===== config.mk =====
export PLATFORM = sky130hd
export DESIGN_NAME = keyhold_rst
export DESIGN_NICKNAME = d
export VERILOG_FILES = /design/src/rtl/keyhold_pkg.sv /design/src/rtl/keyhold_sync.sv /design/src/rtl/keyhold_qual.sv /design/src/rtl/keyhold_start.sv /design/src/rtl/keyhold_rst.sv
export SDC_FILE = /design/constraint.sdc
export NUM_CORES = 1
export LEC_CHECK = 0
export ABC_AREA = 1
export BUFFER_PORTS_ARGS = -buffer_cell sky130_fd_sc_hd__buf_2
export CAP_MARGIN = 10
export CORE_MARGIN = 2
export CORE_UTILIZATION = 50
export DETAILED_ROUTE_END_ITERATION = 12
export GPL_ROUTABILITY_DRIVEN = 0
export GPL_TIMING_DRIVEN = 0
export PLACE_DENSITY_LB_ADDON = 0.12
export SLEW_MARGIN = 10
export SYNTH_ARGS = -nofsm -noshare
export SYNTH_HDL_FRONTEND = slang
export SYNTH_SLANG_ARGS = --single-unit

===== constraint.sdc =====
create_clock -name clk -period 1.8 [get_ports clk]
set_clock_uncertainty 0.15 [all_clocks]
set_input_delay 0.36 -clock clk [delete_from_list [all_inputs] [get_ports clk]]
set_output_delay 0.36 -clock clk [all_outputs]
set_load 0.02 [all_outputs]

===== src/rtl/keyhold_pkg.sv =====
package keyhold_pkg;
   typedef enum logic [1:0] {
      QS_ARM   = 2'd0,
      QS_PULSE = 2'd1,
      QS_HOLD  = 2'd2,
      QS_REARM = 2'd3
   } qual_state_t;
endpackage


===== src/rtl/keyhold_sync.sv =====
module keyhold_sync #(
   parameter int           W       = 1,
   parameter logic [W-1:0] RST_VAL = '0
) (
   input  logic         clk,
   input  logic         rst_n,
   input  logic         en,
   input  logic [W-1:0] d,
   output logic [W-1:0] q
);
   logic [W-1:0] stage1;

   always_ff @(posedge clk or negedge rst_n) begin
      if (!rst_n) begin
         stage1 <= RST_VAL;
         q      <= RST_VAL;
      end else if (en) begin
         stage1 <= d;
         q      <= stage1;
      end
   end
endmodule


===== src/rtl/keyhold_qual.sv =====
module keyhold_qual
   import keyhold_pkg::*;
#(
   parameter int NKEY        = 4,
   parameter int HOLD_TICKS  = 65536,
   parameter int PULSE_TICKS = 64,
   localparam int SELW       = $clog2(NKEY),
   localparam int MAXT       = (HOLD_TICKS > PULSE_TICKS) ? HOLD_TICKS : PULSE_TICKS,
   localparam int CNTW       = $clog2(MAXT + 1)
) (
   input  logic            clk,
   input  logic            rst_n,
   input  logic            tick,
   input  logic [NKEY-1:0] keys_low,
   input  logic [SELW-1:0] sel,
   input  logic            bypass,
   output logic            combo_low,
   output logic            pulse_act,
   output logic            hold_act
);
   qual_state_t     state;
   logic [CNTW-1:0] cnt;
   logic [NKEY-1:0] sel_mask;

   // key i takes part when the code is non-zero and i <= code
   for (genvar i = 0; i < NKEY; i++) begin : g_mask
      assign sel_mask[i] = (sel != '0) && (SELW'(i) <= sel);
   end

   assign combo_low = (sel != '0) && (&(keys_low | ~sel_mask));

   always_ff @(posedge clk or negedge rst_n) begin
      if (!rst_n) begin
         state <= QS_ARM;
         cnt   <= '0;
      end else if (tick) begin
         unique case (state)
            QS_ARM: begin
               if (!combo_low) begin
                  cnt <= '0;
               end else if (bypass) begin
                  state <= QS_HOLD;
                  cnt   <= '0;
               end else if (cnt == CNTW'(HOLD_TICKS - 1)) begin
                  state <= QS_PULSE;
                  cnt   <= '0;
               end else begin
                  cnt <= cnt + 1'b1;
               end
            end
            QS_PULSE: begin
               if (cnt == CNTW'(PULSE_TICKS - 1)) begin
                  state <= QS_REARM;
                  cnt   <= '0;
               end else begin
                  cnt <= cnt + 1'b1;
               end
            end
            QS_HOLD, QS_REARM: begin
               if (!combo_low) begin
                  state <= QS_ARM;
               end
               cnt <= '0;
            end
            default: begin
               state <= QS_ARM;
               cnt   <= '0;
            end
         endcase
      end
   end

   assign pulse_act = (state == QS_PULSE);
   assign hold_act  = (state == QS_HOLD);
endmodule


===== src/rtl/keyhold_start.sv =====
module keyhold_start #(
   parameter int START_TICKS = 512,
   localparam int SCW        = $clog2(START_TICKS + 1)
) (
   input  logic clk,
   input  logic rst_n,
   input  logic tick,
   input  logic released,
   output logic done
);
   logic           rel_s;
   logic [SCW-1:0] scnt;

   keyhold_sync #(.W(1), .RST_VAL(1'b0)) u_rel_sync (
      .clk   (clk),
      .rst_n (rst_n),
      .en    (tick),
      .d     (released),
      .q     (rel_s)
   );

   always_ff @(posedge clk or negedge rst_n) begin
      if (!rst_n) begin
         scnt <= '0;
      end else if (tick) begin
         if (!rel_s) begin
            scnt <= '0;
         end else if (scnt != SCW'(START_TICKS)) begin
            scnt <= scnt + 1'b1;
         end
      end
   end

   assign done = (scnt == SCW'(START_TICKS));
endmodule


===== src/rtl/keyhold_rst.sv =====
module keyhold_rst #(
   parameter int NKEY        = 4,
   parameter int HOLD_TICKS  = 65536,
   parameter int PULSE_TICKS = 64,
   parameter int START_TICKS = 512
) (
   input  logic                    clk,
   input  logic                    ext_rst_n,
   input  logic                    slow_en,
   input  logic                    fast_en,
   input  logic [NKEY-1:0]         key_n,
   input  logic [$clog2(NKEY)-1:0] combo_sel,
   input  logic                    sleep_i,
   input  logic                    osc_wait_i,
   output logic                    sys_rst,
   output logic                    cpu_run
);
   if (NKEY < 2) begin : g_bad_nkey
      $error("keyhold_rst: NKEY must be at least 2");
   end
   if (HOLD_TICKS < 1 || PULSE_TICKS < 1 || START_TICKS < 1) begin : g_bad_ticks
      $error("keyhold_rst: tick counts must be at least 1");
   end

   logic [NKEY-1:0] key_s;
   logic            combo_low;
   logic            pulse_act;
   logic            hold_act;
   logic            key_rst;
   logic            start_done;

   keyhold_sync #(.W(NKEY), .RST_VAL({NKEY{1'b1}})) u_key_sync (
      .clk   (clk),
      .rst_n (ext_rst_n),
      .en    (slow_en),
      .d     (key_n),
      .q     (key_s)
   );

   keyhold_qual #(
      .NKEY        (NKEY),
      .HOLD_TICKS  (HOLD_TICKS),
      .PULSE_TICKS (PULSE_TICKS)
   ) u_qual (
      .clk       (clk),
      .rst_n     (ext_rst_n),
      .tick      (slow_en),
      .keys_low  (~key_s),
      .sel       (combo_sel),
      .bypass    (sleep_i | osc_wait_i),
      .combo_low (combo_low),
      .pulse_act (pulse_act),
      .hold_act  (hold_act)
   );

   assign key_rst = pulse_act | hold_act;

   keyhold_start #(.START_TICKS(START_TICKS)) u_start (
      .clk      (clk),
      .rst_n    (ext_rst_n),
      .tick     (fast_en),
      .released (~key_rst),
      .done     (start_done)
   );

   assign sys_rst = ~ext_rst_n | key_rst;
   assign cpu_run = start_done & ~key_rst & ext_rst_n;
endmodule


==> qor.csv, run 1 <==
metric,value,unit
HP Class,input port to asynchronous set/reset pin,
routed wire length,5.70,mm
Area Overhead vs Synth,25.0,%
vias in the first global route,2230,
CORE AREA,5040,sq um
Starting Density,51.3,%
wire per inst,11.8,microns
row cnt,26,
pin count of the biggest net entering global routing,41,
CP max FO,3,
crit path kind,flip-flop to output pin,
failing checks,"negative hold slack, negative setup slack",
clk sinks,39,
f_max,538,MHz
Max IR drop VDD,0.576,mV
Final Hold Vio Count,31,
Cells after Synth,368,
switching share of power,32.9,%
Die ar.,5760,sq um
WP data arrival,1.35,ns
status,finished with violations,
Via density,4.92,
"FF+latch count, synth",39,
nets,433,
final worst setup slack,-0.0578,ns
normalized max-slew margin,66.2,%
Worst-Skew Late Latency,0.29,ns
DP Wirelength,3.70,mm
clock transition at the registers of the reported paths,0.07,ns
Die X,75.9,microns
worst path required time,1.29,ns
GRT Resource Usage Total,20.8,%
PwrDens,778,nW/um^2
syn avg cell area,7.02,sq um
grt ovf,0,
number of flops mapped to enable cells by yosys,0,
Tot Pwr,2.51,mW
area of the mapped netlist,2580,sq um
PortBufs,13,
io pins,14,
Vias,2373,
Slew @ Worst Pin,0.506,ns
element type at the critical path end,output pin,
synth warn,0,
"Top FF cell, synth",dfrtp_1,
Tcrit/Tclk final,103,%
switching pwr,827,uW
Vert. Die Dim,75.9,microns
initial antenna violation count,0,
Longest Clk Path Bufs,2,
root buf cell,clkbuf_8,
Critical Path Start Type,flip-flop,
internal power,1.69,mW
final design area excluding fillers,3230,sq um
DR iter-0 viols,101,
Slew Limit Fails,0,
diodes inserted,0,
CTS tree,done,
Remaining DRCs,0,
Seq pwr share,41.2,%
area after detailed placement,2760,sq um
hold_ws,-0.110,ns
Comb power frac,32.8,%
RSZ-0062 raised after global routing,true,
share of layout cells above drive strength 1,29.1,%
"Distinct cells, synth",31,
Syn Nets,390,
Post-Route Utilization,64.1,%
Detailed Routing Iterations Pass 1,4,
H-tree levels,2,
post-route ant nets,0,
max cap viols,0,
clock share of power,26.0,%
"Setup violations, final",6,
total CTS buffers,5,
first-pass GRT wire length,9.81,mm
crit path time final,1.86,ns
ys async rst share,100,%
R2R Setup Slk,-0.03,ns
P_leak,1.72,nW
post-synthesis sequential area ratio,38.1,%
## power groups by stage
stage                     Sequential (mW)  Clock (mW)  Combinational (mW)
after floorplan                      1.06           0               0.397
after global placement               1.08           0               0.515
after detailed placement             1.08           0               0.530
after CTS                            1.04       0.679               0.725
after global routing                 1.05       0.713               0.934
final                                1.04       0.652               0.826
## worst max-delay path, stage by stage (launching register included)
cell and delay [ns]:
dfrtp_1 0.41, inv_2 0.10, ha_4 0.21, inv_2 0.05, nand2_2 0.04, nor2_1 0.11
buf_4 0.14
## stage by stage
stage / cells / setup slack (ns) / TNS (ns)
2_1_floorplan: 368 / -0.00189 / -0.00747
3_3_place_gp: 451 / -0.228 / -2.81
3_5_place_dp: 451 / -0.256 / -3.22
4_1_cts: 475 / -0.0670 / -0.118
5_1_grt: 482 / -0.143 / -1.97
6_report: 482 / -0.0578 / -0.181
## per-layer routing
layer / GRT usage (%) / vias up / wire length, microns
li1: - / 1218 / -
met3: 3.69 / 8 / 257
met5: 0 / - / 0
met4: 5.09 / 0 / 92
met1: 27.0 / 1098 / 2540
met2: 36.3 / 49 / 2810
## sequential cells by signal (all words and copies together), names as in the netlist
name                       cells
u_qual.cnt                    17
u_key_sync.q                   4
u_key_sync.stage1              4
u_start.u_rel_sync.stage1      1
u_qual.state                   2
u_start.scnt                  10
u_start.u_rel_sync.q           1
## timing repair
action                     4_1_cts  5_1_grt
setup buffers                   16        6
pin swaps                        6       11
setup endpoints to repair       21       21
hold endpoints to repair        31       31
gates resized for setup         17       33
gates cloned                     0        1
## synth_stat cells (2+ instances only)
cell	n	area, sq um
nand2_1	116	435
inv_1	45	169
nor2_1	37	139
dfrtp_1	31	776
nand3_1	27	135
o21ai_0	13	65.1
nand2_2	12	75.1
inv_2	11	41.3
ha_1	10	125
dfstp_2	8	210
nand4_1	8	50.1
nor3_1	6	30.0
xor2_1	6	52.6
o21ai_1	5	25.0
nand3_2	4	40.0
a21oi_1	3	15.0
buf_6	3	33.8
clkinv_1	3	11.3
nand3b_1	3	22.5
buf_2	2	10.0
clkbuf_1	2	7.51
nor2_2	2	12.5
or2_2	2	12.5
xnor2_1	2	17.5
## area by class of cell
cell class | instances | area [sq um]
Sequential cell | 39 | 992
Fill cell | 476 | 1810
Multi-Input combinational cell | 262 | 1500
Clock buffer | 8 | 100
Timing Repair Buffer | 36 | 260
Tap cell | 70 | 87.6
Inverter | 59 | 224
Buffer | 8 | 67.6
## placed cells by master (no fill, tap or decap), drive strengths merged, types with 10 or more instances in the layout
cell type / synthesis / routed
nor2: 40 / 40
nand2: 128 / 128
o21ai: 18 / 18
inv: 56 / 56
buf: 6 / 41
dfrtp: 31 / 31
nand3: 32 / 32
ha: 10 / 10
clkbuf: 2 / 11
## worst paths after layout
path | from | endpoint | cells after the start
setup / recovery | u_qual.state[0] | cpu_run | 6
hold / removal | ext_rst_n | u_qual.cnt[1] | 1
setup reg to reg | u_qual.cnt[6] | u_qual.cnt[5] | 12
hold reg to reg | u_key_sync.stage1[3] | u_key_sync.q[3] | 2
max in group asynchronous | ext_rst_n | u_start.scnt[0] | 1
min in group clk | key_n[2] | u_key_sync.stage1[2] | 3
## cells by family after synthesis
logic type | Yosys count | synth area share (%)
simple gates | 222 | 39.2
buf+inv | 67 | 10.8
flops | 39 | 38.1
compound gates | 22 | 4.31
fa+ha+maj | 10 | 4.84
xor+xnor | 8 | 2.71
Note: power is estimated with default switching activity, not from simulation.
==> run 2: changes to the inputs <==
--- a/config.mk
+++ b/config.mk
@@ -14,6 +14,7 @@
 export GPL_ROUTABILITY_DRIVEN = 0
 export GPL_TIMING_DRIVEN = 0
 export PLACE_DENSITY_LB_ADDON = 0.12
+export SKIP_CTS_REPAIR_TIMING = 1
 export SLEW_MARGIN = 10
 export SYNTH_ARGS = -nofsm -noshare
 export SYNTH_HDL_FRONTEND = slang
==> constraint.sdc (replaced) <==
create_clock -name clk -period 2 [get_ports clk]
set_clock_uncertainty 0.15 [all_clocks]
set_input_delay 0.4 -clock clk [delete_from_list [all_inputs] [get_ports clk]]
set_output_delay 0.4 -clock clk [all_outputs]
set_load 0.02 [all_outputs]
==> qor.csv, run 2 (same netlist as run 1, synthesis figures left out) <==
metric,value,unit,change
status,finished with violations,,
failing checks,negative hold slack,,
PortBufs,13,,unchanged
Critical Path Max Stage Delay,0.47,ns,+0.06 ns
row cnt,26,,unchanged
Detailed Routing Iterations Pass 1,4,,unchanged
P_leak,1.59,nW,-7.9%
root buf cell,clkbuf_8,,
Area Overhead vs Synth,18.3,%,
Slew Limit Fails,0,,unchanged
DR iter-0 viols,87,,-14%
Tot Pwr,2.30,mW,-8.5%
vias in the first global route,2142,,-3.9%
H-tree levels,2,,unchanged
final worst setup slack,0.00671,ns,+0.0646 ns
nets,425,,-1.8%
Slew @ Worst Pin,0.573,ns,+0.0664 ns
Via density,4.83,,-1.8%
Critical Path Start Type,flip-flop,,
total CTS buffers,5,,unchanged
Worst-Skew Late Latency,0.31,ns,+0.02 ns
area after detailed placement,2740,sq um,-0.91%
post-route ant nets,0,,unchanged
f_max,502,MHz,
cell family with most CP delay,flip-flops,,
clk sinks,39,,unchanged
DP Wirelength,3.70,mm,-0.11%
"Setup violations, final",0,,-6
Max IR drop VDD,0.559,mV,-2.9%
CORE AREA,5040,sq um,unchanged
internal power,1.54,mW,-8.9%
pin count of the biggest net entering global routing,41,,unchanged
initial antenna violation count,0,,unchanged
io pins,14,,unchanged
share of layout cells above drive strength 1,24.5,%,-4.6 points
switching share of power,33.2,%,+0.30 points
crit path time final,1.99,ns,
crit path kind,flip-flop to output pin,,
normalized max-slew margin,61.8,%,-4.4 points
GRT Resource Usage Total,19.6,%,-1.3 points
Crit-path slowest cell,dfrtp_2,,
"most common cell after layout, fill and taps aside",nand2_1,,
first-pass GRT wire length,9.35,mm,-4.7%
Remaining DRCs,0,,unchanged
CTS tree,done,,
final design area excluding fillers,3060,sq um,-5.3%
Comb power frac,28.5,%,-4.3 points
diodes inserted,0,,unchanged
worst path required time,1.45,ns,+0.16 ns
Seq pwr share,41.3,%,about the same
max cap viols,0,,unchanged
Starting Density,51.3,%,unchanged
switching pwr,764,uW,-7.6%
Longest Clk Path Bufs,2,,unchanged
Final Hold Vio Count,31,,unchanged
routed wire length,5.46,mm,-4.3%
DP Worst Slack,-0.177,ns,+0.0784 ns
clock transition at the registers of the reported paths,0.10,ns,+0.03 ns
Tcrit/Tclk final,99.7,%,
most frequent cells in the layout,"nand2_1 (112), inv_1 (41), nor2_1 (35), dfrtp_1 (30), nand3_1 (26)",,
fin cells,474,,-1.7%
Vias,2291,,-3.5%
top flop regs,"u_qual.cnt: 17 flops, u_start.scnt: 10 flops",,
Post-Route Utilization,60.7,%,-3.4 points
Buf/Inv on CP,2,,-1
Vert. Die Dim,75.9,microns,unchanged
Filler cells,487,,+2.3%
clock share of power,30.2,%,+4.2 points
hold_ws,-0.0410,ns,+0.0690 ns
Die ar.,5760,sq um,unchanged
Placed Instances,451,,unchanged
HP Class,input port to asynchronous set/reset pin,,
RSZ-0062 raised after global routing,true,,
Die X,75.9,microns,unchanged
wire per inst,11.5,microns,-2.6%
max reg flops,17,,unchanged
CP max FO,5,,+2
grt ovf,0,,unchanged
element type at the critical path end,output pin,,
CP Cell Sequence,inv_4 > ha_4 > nand2_4 > nor2_4 > nand2_1 > nor2_1 > buf_4,,
WP data arrival,1.44,ns,+0.09 ns
Top reg by flops,u_qual.cnt,,
PwrDens,752,nW/um^2,-3.3%
[run 2: cell types whose count changed in the layout (fill, tap and decap cells not counted), sizes merged]
cell and change:
clkinvlp +1, inv +1, bufinv +1, buf -8
clkbuf -3
[run 2: area by class of cell]
| type | count | area, sq um | area share, % |
|---|---|---|---|
| plain buffers | 8 | 62.6 | 2.04 |
| clock buffers | 5 | 68.8 | 2.25 |
| clock inverters | 3 | 46.3 | 1.51 |
| inverters | 59 | 224 | 7.32 |
| multi-input cells | 262 | 1400 | 45.8 |
| flip-flops and latches | 39 | 987 | 32.3 |
| well taps | 70 | 87.6 | 2.86 |
| repair buffers | 28 | 183 | 5.97 |
[run 2: worst register-to-register path: stages, from the launching register on]
cell and delay [ns]:
dfrtp_1 0.35, buf_6 0.13, nand2_2 0.10, nor3_4 0.25, nand3_2 0.11, inv_1 0.07
ha_1 0.15, inv_2 0.05, nand3_2 0.08, nand3_2 0.10, buf_8 0.17, nand2_2 0.06
inv_2 0.03
[run 2: path summary, 6_finish.rpt]
path,endpoint,cells past startpoint,slack [ns],start
worst max register to register,u_qual.cnt[12],12,0.11,u_qual.cnt[6]
min in group clk,u_key_sync.stage1[2],3,0.13,key_n[2]
worst max-delay path,cpu_run,7,0.007,u_start.scnt[0]
worst min register to register,u_key_sync.stage1[1],2,0.32,u_key_sync.stage1[1]
worst min-delay path,u_qual.state[1],1,-0.04,ext_rst_n
max in group asynchronous,u_start.scnt[0],1,1.32,ext_rst_n
[run 2: stage by stage]
step | hold slack, ns | TNS, ns
floorplan | -0.0456 | 0
global placement | 0.304 | -0.629
finish | -0.0410 | 0
global route | -0.00236 | -0.189
detailed placement | 0.309 | -1.22
CTS | 0.104 | -1.51
[run 2: power groups by stage]
stage,Clock (mW),Combinational [mW],Sequential (mW)
after floorplan,0,0.356,0.948
after global placement,0,0.464,0.971
after detailed placement,0,0.476,0.971
after CTS,0.716,0.475,0.957
after global routing,0.741,0.743,0.961
final,0.695,0.656,0.951
[run 2: per-layer routing]
| layer | vias to the layer above | global-route usage [%] | part of all wire (%) |
|---|---|---|---|
| li1 | 1203 | - | - |
| met1 | 1051 | 25.8 | 48 |
| met2 | 29 | 33.1 | 47 |
| met3 | 8 | 3.69 | 3.0 |
| met4 | 0 | 5.45 | 1.3 |
| met5 | - | 0 | 0 |
